--- config.mk ---
export PLATFORM = sky130hd
export DESIGN_NAME = wavetest_dac_sequencer
export DESIGN_NICKNAME = d
export VERILOG_FILES = /design/src/rtl/wtg_pkg.sv /design/src/rtl/wtg_seq_fsm.sv /design/src/rtl/wtg_triangle.sv /design/src/rtl/wtg_sample_counter.sv /design/src/rtl/wavetest_dac_sequencer.sv
export SDC_FILE = /design/constraint.sdc
export NUM_CORES = 1
export LEC_CHECK = 0
export ABC_AREA = 1
export CAP_MARGIN = 20
export CORE_MARGIN = 2
export CORE_UTILIZATION = 35
export CTS_CLUSTER_SIZE = 30
export DETAILED_ROUTE_END_ITERATION = 6
export DONT_BUFFER_PORTS = 1
export PLACE_DENSITY = 0.46
export SYNTH_ARGS = -nofsm -noshare
export SYNTH_HDL_FRONTEND = slang
export SYNTH_HIERARCHICAL = 1
export SYNTH_SLANG_ARGS = --single-unit
--- constraint.sdc ---
create_clock -name clk -period 3.6 [get_ports clk]
set_input_delay 0.36 -clock clk [delete_from_list [all_inputs] [get_ports clk]]
set_output_delay 0.36 -clock clk [all_outputs]
set_load 0.01 [all_outputs]
--- src/rtl/wtg_pkg.sv ---
package wtg_pkg;

    localparam int CODE_W  = 12;
    localparam int CHAN_N  = 4;
    localparam int CHAN_W  = $clog2(CHAN_N);
    localparam int SINE_W  = 16;
    localparam int SINE_SH = SINE_W - 1 - CODE_W;

    typedef logic [CODE_W-1:0] code_t;
    typedef logic [CHAN_W-1:0] chan_t;

    typedef enum logic [2:0] {
        SQ_CLEAR,
        SQ_IDLE,
        SQ_ISSUE,
        SQ_WAIT,
        SQ_UPDATE
    } seq_state_e;

    // codes held for the next tick (channel 1 lives in the triangle unit)
    typedef struct packed {
        code_t echo;
        code_t square;
        code_t sine;
    } held_codes_t;

    localparam code_t MID_CODE = code_t'(1 << (CODE_W - 1));

    // signed sample -> unsigned code centred on mid-rail
    function automatic code_t sine_to_code(input logic [SINE_W-1:0] s);
        logic signed [SINE_W-1:0] sh;
        sh = $signed(s) >>> SINE_SH;
        return code_t'(sh[CODE_W-1:0] + MID_CODE);
    endfunction

endpackage

--- src/rtl/wtg_seq_fsm.sv ---
module wtg_seq_fsm
    import wtg_pkg::*;
#(
    parameter int CLR_CYCLES = 4
) (
    input  logic  clk,
    input  logic  rst,
    input  logic  tick_i,
    input  logic  wr_done_i,
    output logic  dac_clr_o,
    output logic  wr_req_o,
    output chan_t chan_o,
    output logic  update_o,
    output logic  echo_cap_o,
    output logic  overrun_o
);

    localparam int    CLR_W     = $clog2(CLR_CYCLES + 1);
    localparam chan_t LAST_CHAN = chan_t'(CHAN_N - 1);

    seq_state_e       state_q;
    logic [CLR_W-1:0] clr_cnt_q;
    chan_t            idx_q;
    logic             ovr_q;
    logic             busy;

    assign busy = (state_q == SQ_ISSUE) || (state_q == SQ_WAIT) || (state_q == SQ_UPDATE);

    always_ff @(posedge clk) begin
        if (rst) begin
            state_q   <= SQ_CLEAR;
            clr_cnt_q <= '0;
            idx_q     <= '0;
            ovr_q     <= 1'b0;
        end else begin
            ovr_q <= tick_i && busy;
            case (state_q)
                SQ_CLEAR: begin
                    if (clr_cnt_q == CLR_W'(CLR_CYCLES - 1)) begin
                        state_q <= SQ_IDLE;
                    end else begin
                        clr_cnt_q <= clr_cnt_q + 1'b1;
                    end
                end
                SQ_IDLE: begin
                    if (tick_i) begin
                        idx_q   <= '0;
                        state_q <= SQ_ISSUE;
                    end
                end
                SQ_ISSUE: state_q <= SQ_WAIT;
                SQ_WAIT: begin
                    if (wr_done_i) begin
                        if (idx_q == LAST_CHAN) begin
                            state_q <= SQ_UPDATE;
                        end else begin
                            idx_q   <= idx_q + 1'b1;
                            state_q <= SQ_ISSUE;
                        end
                    end
                end
                SQ_UPDATE: state_q <= SQ_IDLE;
                default:   state_q <= SQ_IDLE;
            endcase
        end
    end

    assign dac_clr_o  = (state_q == SQ_CLEAR);
    assign wr_req_o   = (state_q == SQ_ISSUE);
    assign chan_o     = idx_q;
    assign update_o   = (state_q == SQ_UPDATE);
    assign echo_cap_o = (state_q == SQ_WAIT) && wr_done_i && (idx_q == LAST_CHAN);
    assign overrun_o  = ovr_q;

endmodule

--- src/rtl/wtg_triangle.sv ---
module wtg_triangle
    import wtg_pkg::*;
#(
    parameter int STEP = 204,
    parameter int PEAK = 4080
) (
    input  logic  clk,
    input  logic  rst,
    input  logic  step_i,
    output code_t value_o
);

    localparam code_t STEP_C = code_t'(STEP);
    localparam code_t PEAK_C = code_t'(PEAK);

    code_t value_q;
    logic  down_q;
    code_t next_val;

    always_comb begin
        if (down_q) begin
            next_val = value_q - STEP_C;
        end else begin
            next_val = value_q + STEP_C;
        end
    end

    always_ff @(posedge clk) begin
        if (rst) begin
            value_q <= '0;
            down_q  <= 1'b0;
        end else if (step_i) begin
            value_q <= next_val;
            // reversal only on exact arrival at a turn point
            if (!down_q && next_val == PEAK_C) begin
                down_q <= 1'b1;
            end else if (down_q && next_val == '0) begin
                down_q <= 1'b0;
            end
        end
    end

    assign value_o = value_q;

endmodule

--- src/rtl/wtg_sample_counter.sv ---
module wtg_sample_counter #(
    parameter int CNT_W  = 16,
    parameter int LED_W  = 8,
    parameter int SQ_BIT = 1
) (
    input  logic             clk,
    input  logic             rst,
    input  logic             inc_i,
    output logic             sq_sel_o,
    output logic [LED_W-1:0] led_o
);

    logic [CNT_W-1:0] cnt_q;

    always_ff @(posedge clk) begin
        if (rst) begin
            cnt_q <= '0;
        end else if (inc_i) begin
            cnt_q <= cnt_q + 1'b1;
        end
    end

    assign sq_sel_o = cnt_q[SQ_BIT];
    assign led_o    = cnt_q[CNT_W-1 -: LED_W];

endmodule

--- src/rtl/wavetest_dac_sequencer.sv ---
module wavetest_dac_sequencer
    import wtg_pkg::*;
#(
    parameter int                  CLR_CYCLES = 4,
    parameter int                  TRI_STEP   = 204,
    parameter int                  TRI_PEAK   = 4080,
    parameter logic [CODE_W-1:0]   SQ_LOW     = 12'h333,
    parameter logic [CODE_W-1:0]   SQ_HIGH    = 12'hCCD,
    parameter int                  CNT_W      = 16,
    parameter int                  LED_W      = 8,
    parameter int                  ECHO_LSB   = 4
) (
    input  logic              clk,
    input  logic              rst,
    input  logic              tick_i,
    input  logic [SINE_W-1:0] sine_i,
    input  logic              wr_done_i,
    input  logic [31:0]       rd_word_i,
    output logic              dac_clr_o,
    output logic              wr_req_o,
    output logic [CHAN_W-1:0] wr_chan_o,
    output logic [CODE_W-1:0] wr_code_o,
    output logic [LED_W-1:0]  led_o,
    output logic              overrun_o
);

    logic        update;
    logic        echo_cap;
    logic        sq_sel;
    chan_t       chan;
    code_t       tri_code;
    code_t       echo_q;
    held_codes_t held_q;
    logic        unused_rd_bits;

    assign unused_rd_bits = ^{rd_word_i[31:ECHO_LSB+CODE_W], rd_word_i[ECHO_LSB-1:0]};

    wtg_seq_fsm #(
        .CLR_CYCLES(CLR_CYCLES)
    ) seq_i (
        .clk       (clk),
        .rst       (rst),
        .tick_i    (tick_i),
        .wr_done_i (wr_done_i),
        .dac_clr_o (dac_clr_o),
        .wr_req_o  (wr_req_o),
        .chan_o    (chan),
        .update_o  (update),
        .echo_cap_o(echo_cap),
        .overrun_o (overrun_o)
    );

    wtg_triangle #(
        .STEP(TRI_STEP),
        .PEAK(TRI_PEAK)
    ) tri_i (
        .clk    (clk),
        .rst    (rst),
        .step_i (update),
        .value_o(tri_code)
    );

    wtg_sample_counter #(
        .CNT_W (CNT_W),
        .LED_W (LED_W),
        .SQ_BIT(1)
    ) cnt_i (
        .clk     (clk),
        .rst     (rst),
        .inc_i   (update),
        .sq_sel_o(sq_sel),
        .led_o   (led_o)
    );

    always_ff @(posedge clk) begin
        if (rst) begin
            echo_q <= '0;
            held_q <= '0;
        end else begin
            if (echo_cap) begin
                echo_q <= rd_word_i[ECHO_LSB +: CODE_W];
            end
            if (update) begin
                held_q.echo   <= echo_q;
                held_q.square <= sq_sel ? SQ_HIGH : SQ_LOW;
                held_q.sine   <= sine_to_code(sine_i);
            end
        end
    end

    always_comb begin
        case (chan)
            2'd0:    wr_code_o = held_q.echo;
            2'd1:    wr_code_o = tri_code;
            2'd2:    wr_code_o = held_q.square;
            default: wr_code_o = held_q.sine;
        endcase
    end

    assign wr_chan_o = chan;

endmodule

=== Word level (Yosys, flattened, before mapping) ===
Cells that the tools add are included.

* Add/subtract/negate cells: 6
* Equal/unequal tests: 13
* Reductions and logical operators: 17
* Bitwise gates (word level): 1
* Muxes and demuxes: 14

{| class="wikitable"
|+ Operator list
! cell !! number
|-
| one-hot mux 12 bit (3 select lines) || 1
|-
| two-way mux 12 bit || 2
|-
| adder 16 x 1 -> 16 bit (second input constant) || 1
|-
| adder 12 bit (second input constant) || 1
|-
| adder 12 x 8 -> 12 bit (second input constant) || 1
|-
| equality test 12 bit (second input constant) || 1
|-
| logical NOT 12 bit || 1
|-
| two-way mux 3 bit || 4
|-
| one-hot mux 3 bit (4 select lines) || 1
|-
| subtractor 12 x 8 -> 12 bit (second input constant) || 1
|-
| equality test 3 x 2 -> 1 bit (second input constant) || 3
|-
| two-way mux 2 bit || 3
|-
| != test 2 bit (second input constant) || 3
|-
| logical AND 1 bit || 5
|-
| equality test 2 bit (second input constant) || 2
|-
| one-hot mux 2 bit (2 select lines) || 1
|-
| AND reduction 2 bit || 2
|-
| AND reduction 4 bit || 1
|-
| nonzero test 2 bit || 2
|-
| adder 3 x 1 -> 3 bit (second input constant) || 1
|-
| equality test 3 x 1 -> 1 bit (second input constant) || 1
|-
| equality test 3 bit (second input constant) || 1
|-
| logical NOT 3 bit || 1
|-
| AND reduction 3 bit || 1
|-
| other kinds (8) || 10
|}

* Logic and storage cells: 62
* Output and inout port bits: 25
* Input port bits: 52
* Register bits: 86

=== Longest topological paths before layout ===
* Word-level depth: 6
* Mapped depth: 13
* Mapped depth without buffers: 13

=== Modules after synthesis ===
Netlist, hierarchy kept.

{| class="wikitable"
|+ By module, submodules not included
! module !! cells an instance !! times used !! seq. area each (sq um) !! area an instance (sq um)
|-
| wavetest_dac_sequencer || 228 || 1 || 780.7 || 1679.1
|-
| wtg_triangle || 171 || 1 || 220.2 || 1053.5
|-
| wtg_sample_counter || 134 || 1 || 320.3 || 907.1
|-
| wtg_seq_fsm || 67 || 1 || 180.2 || 465.4
|}

=== Worst setup path after synthesis ===
OpenSTA, ideal clock, no wires.

* Path kind: register -> register
* Start point: register tri_i.down_q
* End point: register tri_i.down_q
* Setup time: 0.112 ns
* Path slack: 1.811 ns
* Required time: 3.488 ns
* Period minus slack after synthesis: 1.789 ns
* Cell stages (with the launch flop): 14
* Arrival: 1.677 ns
* Path buffers: 0
* Cells stage by stage: dfxtp_1 -> inv_1 -> ha_1 -> nand2_2 -> nor2_2 -> nand3_2 -> nand2_1 -> nand2_1 -> nand2_1 -> nand2_1 -> nor2_1 -> nor2_1 -> nor2_2 -> nor2_1

* Cells in the longest elaborated chain, start to end: 5
* Elaborated cells on any way between the ends: 9
* Classes of those cells: eq/ne (1); mux (2); reduce/logical (6)

{| class="wikitable"
|+ Ends and longest elaborated chain
! what !! RTL line !! text
|-
| from (decl) || wtg_triangle.sv:17 || <nowiki>logic down_q;</nowiki>
|-
| from (signal assigned) || wtg_triangle.sv:31 || <nowiki>down_q <= 1'b0;</nowiki>
|-
| from (signal assigned) || wtg_triangle.sv:36 || <nowiki>down_q <= 1'b1;</nowiki>
|-
| from (signal assigned) || wtg_triangle.sv:38 || <nowiki>down_q <= 1'b0;</nowiki>
|-
| two-way mux 12 bit || wtg_triangle.sv:21 || <nowiki>if (down_q) begin</nowiki>
|-
| equality test 12 bit / logical NOT 12 bit (equally long branches) || wtg_triangle.sv:35, wtg_triangle.sv:37 ||
|-
| logical AND 1 bit (on tied branches) || wtg_triangle.sv:35, wtg_triangle.sv:37 ||
|-
| nonzero test 2 bit (no line) || n/a ||
|-
| AND reduction 2 bit (no line) || n/a ||
|}

Several ways; a longest one is shown, not always the timed one.
A chain may end at the register's enable or synchronous reset.

=== Final worst setup path ===
* Start point: register seq_i.idx_q[0] (netlist: seq_i/chan_o[0])
* End point: register echo_q[9]

* Cells in the longest elaborated chain, start to end: 2

{| class="wikitable"
|+ Ends and longest elaborated chain
! what !! RTL line !! text
|-
| from (decl) || wtg_seq_fsm.sv:23 || <nowiki>chan_t idx_q;</nowiki>
|-
| from (signal assigned) || wtg_seq_fsm.sv:57 || <nowiki>idx_q <= idx_q + 1'b1;</nowiki>
|-
| equality test 2 bit || wtg_seq_fsm.sv:72 || <nowiki>assign echo_cap_o = (state_q == SQ_WAIT) && wr_done_i && (idx_q == LAST_CHAN);</nowiki>
|-
| logical AND 1 bit || wtg_seq_fsm.sv:72 ||
|-
| net echo_cap || wavetest_dac_sequencer.sv:28 || <nowiki>logic echo_cap;</nowiki>
|-
| to (signal assigned) || wavetest_dac_sequencer.sv:81 || <nowiki>echo_q <= rd_word_i[ECHO_LSB +: CODE_W];</nowiki>
|-
| to (decl) || wavetest_dac_sequencer.sv:32 || <nowiki>code_t echo_q;</nowiki>
|}

The timed path passes the listed nets, and every way through them passes these cells.

==> impl_metrics.prom <==
# TYPE chip_impl_metric gauge
chip_impl_metric{name="timing.setup.tns",unit="ps"} 0
chip_impl_metric{name="timing.final.crit_share",unit="%"} 68.17
chip_impl_metric{name="slew-limit-headroom",unit="%"} 36.49
chip_impl_info{name="netlist.top_cell.by_area",value="dfxtp_1"} 1
chip_impl_metric{name="power.leakage",unit="nW"} 1.784
chip_impl_metric{name="cts.repair_timing.setup_buffer_count",unit=""} 0
chip_impl_metric{name="numCtsBuffers",unit=""} 9
chip_impl_metric{name="ir_drop",unit="V"} 0.0002824
chip_impl_metric{name="async_reset_ff_share",unit="%"} 0
chip_impl_info{name="synth_top_flop_cell",value="dfxtp_1"} 1
chip_impl_metric{name="maxCapViolCount",unit=""} 0
chip_impl_metric{name="ctsHoldBuffers",unit=""} 0
chip_impl_info{name="yosys.cell_count.top_type",value="nand2_1"} 1
chip_impl_metric{name="fp.dieH",unit="µm"} 112.3
chip_impl_info{name="status",value="finished, final reports clean"} 1
chip_impl_metric{name="timing_worst_slew_pin_value",unit="ps"} 949.2
chip_impl_metric{name="clkTransAtPathRegs",unit="ps"} 60
chip_impl_metric{name="fp.dieArea",unit="mm²"} 0.01261
chip_impl_metric{name="diodes",unit=""} 0
chip_impl_metric{name="worstPathMaxFanout",unit=""} 30
chip_impl_metric{name="synth.lib_cells_used.distinct",unit=""} 35
chip_impl_metric{name="detailed_place_hpwl",unit="mm"} 7.051
chip_impl_metric{name="gp_congestion",unit=""} 0.8214
chip_impl_metric{name="placeableCoreArea",unit="mm²"} 0.01142
chip_impl_metric{name="route.final.wire_length",unit="mm"} 9.791
chip_impl_metric{name="via_per_inst",unit=""} 4.921
chip_impl_metric{name="clkLatencyLatePin",unit="ps"} 340
chip_impl_metric{name="start_util",unit="%"} 35.95
chip_impl_metric{name="pin_count",unit=""} 77
chip_impl_metric{name="port_buf_inserts",unit=""} 0
chip_impl_metric{name="synth_enable_flop_cells",unit=""} 0
chip_impl_metric{name="drt_pre_antenna_iters",unit=""} 4
chip_impl_metric{name="grt_antenna_before_repair",unit=""} 0
chip_impl_metric{name="setup_viol",unit=""} 0
chip_impl_metric{name="synthesis.area_per_instance",unit="µm²"} 6.842
chip_impl_info{name="path_cells",value="buf_4 > ha_1 > nand3_1 > nor2_1 > inv_1 > nand2_1 > a21oi_1"} 1
chip_impl_metric{name="globalRoute.totalOverflow",unit=""} 0
chip_impl_metric{name="grt_util_all_layers",unit="%"} 16.07
chip_impl_metric{name="worst_path_required",unit="ps"} 3830
chip_impl_info{name="synth.cells.most_frequent",value="nand2_1, dfxtp_1, inv_1, nand3_1, a21oi_1"} 1
chip_impl_metric{name="fin_nets",unit=""} 649
chip_impl_metric{name="fin_crit_period",unit="ps"} 2454
chip_impl_metric{name="cts-resized-gates",unit=""} 0
chip_impl_metric{name="h-tree-depth",unit=""} 3
chip_impl_metric{name="synthesis.area",unit="mm²"} 0.004105
chip_impl_metric{name="worst_case_clock_skew",unit="ps"} 10.35
chip_impl_metric{name="synth_largest_type_area_fraction",unit="%"} 36.57
chip_impl_metric{name="row_count",unit=""} 39
chip_impl_info{name="cts_tree",value="done"} 1
chip_impl_metric{name="synth_seq_area_share",unit="%"} 36.57
chip_impl_info{name="setup.worst_path.end_class",value="flop"} 1
chip_impl_metric{name="max_freq",unit="MHz"} 407.5
chip_impl_metric{name="wl_per_cell",unit="µm"} 13.39
chip_impl_info{name="root_buffer",value="clkbuf_16"} 1
chip_impl_metric{name="drt_drc_violations_left",unit=""} 0
chip_impl_info{name="timing.critical_path.slowest_stage_cell",value="nor2_1"} 1
chip_impl_info{name="hold_path.class",value="input port to flop"} 1
chip_impl_info{name="crit_path_start_kind",value="flop"} 1
chip_impl_metric{name="clock_sink_count",unit=""} 75
chip_impl_metric{name="ant_nets",unit=""} 0
chip_impl_metric{name="floorplan.die.width",unit="µm"} 112.3
chip_impl_metric{name="post_synthesis_cell_count",unit=""} 600
chip_impl_metric{name="timing.critical_path.arrival",unit="ps"} 2680
chip_impl_metric{name="slew_violations",unit=""} 0
chip_impl_info{name="criticalPathCategory",value="flop to flop"} 1
chip_impl_metric{name="wire_length_of_the_first_global_routing_pass",unit="mm"} 16.37
chip_impl_metric{name="grt_max_degree",unit=""} 55
chip_impl_info{name="grt_setup_unrepaired",value="false"} 1
chip_impl_metric{name="detailedRoute.firstIterationViolations",unit=""} 197
chip_impl_metric{name="cts.path.max_buffers",unit=""} 2
chip_impl_metric{name="power",unit="mW"} 2.135
chip_impl_metric{name="via_count",unit=""} 3597
chip_impl_info{name="netlist_top_cells_area",value="dfxtp_1, nand2_1, nand3_1"} 1
chip_impl_metric{name="area_delta_synth_final",unit="%"} 7.681
chip_impl_metric{name="nFillCells",unit=""} 1240
chip_impl_metric{name="power_density",unit="mW/mm²"} 482.9
chip_impl_metric{name="hold_viol_final",unit=""} 0
chip_impl_metric{name="synth.ff_latch_count",unit=""} 75
chip_impl_metric{name="first_global_vias",unit=""} 3403
chip_impl_metric{name="yosysWarnings",unit=""} 6
chip_impl_metric{name="drive_gt1_share",unit="%"} 10.20
chip_impl_metric{name="critical-path-max-stage-delay",unit="ps"} 730
[through the flow]
stage	utilization (%)	setup slack [ps]	instance area, µm²	instances	hold WS, ps
3_5_place_dp	35.84	1111	4093	715	436.4
4_1_cts	38.71	1097	4420	731	73.71
3_3_place_gp	35.84	1183	4093	715	436.0
2_1_floorplan	-	1811	4109	601	426.9
6_report	38.71	1146	4420	731	82.94
5_1_grt	38.71	890.7	4420	731	71.70
[placed cells by master (no fill, tap or decap), types with 9 or more instances in the layout]
cell / netlist / final
nand4_1: 14 / 14
clkbuf_16: 0 / 9
o21ai_0: 10 / 10
inv_1: 60 / 60
dfxtp_1: 75 / 75
nand2_2: 13 / 13
nor2_1: 48 / 48
a21oi_1: 50 / 50
nand3_1: 53 / 53
nand2_1: 174 / 174
ha_1: 13 / 13
[critical path, delay by kind of cell (launching register included)]
family | cells | cell delay [ps]
AO/OA/AOI/OAI | 1 | 70
adder cells (fa/ha/maj) | 1 | 240
buffers and inverters | 2 | 740
flip-flops | 1 | 300
AND/OR/NAND/NOR | 3 | 980
[path summary, 6_finish.rpt]
| path | startpoint | end | slack, ps | cells past startpoint |
|---|---|---|---|---|
| worst max register to register | seq_i/chan_o[0] | echo_q[9] | 1150 | 7 |
| worst min-delay path | rst | cnt_i/cnt_q[13] | 80 | 1 |
| worst max-delay path | seq_i/chan_o[0] | echo_q[9] | 1150 | 7 |
| worst min register to register | seq_i/clr_cnt_q[2] | seq_i/clr_cnt_q[2] | 460 | 2 |
[metal layers]
layer	vias to the layer above	global-route usage, %	share of wire, %
met5	-	0	0
met4	0	6.260	1.7
met3	15	3.294	4.5
met2	62	26.31	46
met1	1643	20.90	47
li1	1877	-	-
[final cells by class]
class                      count  area [µm²]  area share [%]
clock buffer                  11       242.7           5.491
clock inverter                 5       85.08           1.925
inverter                      67       254.0           5.746
multi-input combinational    427        2136           48.32
sequential                    75        1501           33.97
tap                          143       178.9           4.048
timing repair buffer           3       22.52          0.5095
[cells by family after synthesis]
group,count (synthesis),synth area share [%]
flip-flops,75,36.57
other,1,0.09135
XOR/XNOR,3,0.6402
adder cells (fa/ha/maj),14,4.450
AND/OR/NAND/NOR,330,36.27
AO/OA/AOI/OAI,78,10.36
buffers and inverters,99,11.61
[registers in the layout, summed over array words and instances, names as in the netlist]
register and count:
seq_i/overrun_o 1, tri_i/down_q 1, echo_q 12, tri_i/value_o 10, seq_i/state_q 3, seq_i/chan_o 2
seq_i/clr_cnt_q 3, cnt_i/cnt_q 16, held_q 27
[report_power, final]
part / leakage (nW) / internal (mW) / switching, mW
combinational: 1.02 / 0.0711 / 0.182
clock: 0.156 / 0.630 / 0.367
sequential: 0.605 / 0.860 / 0.0247
Note: power is estimated with default switching activity, not from simulation.
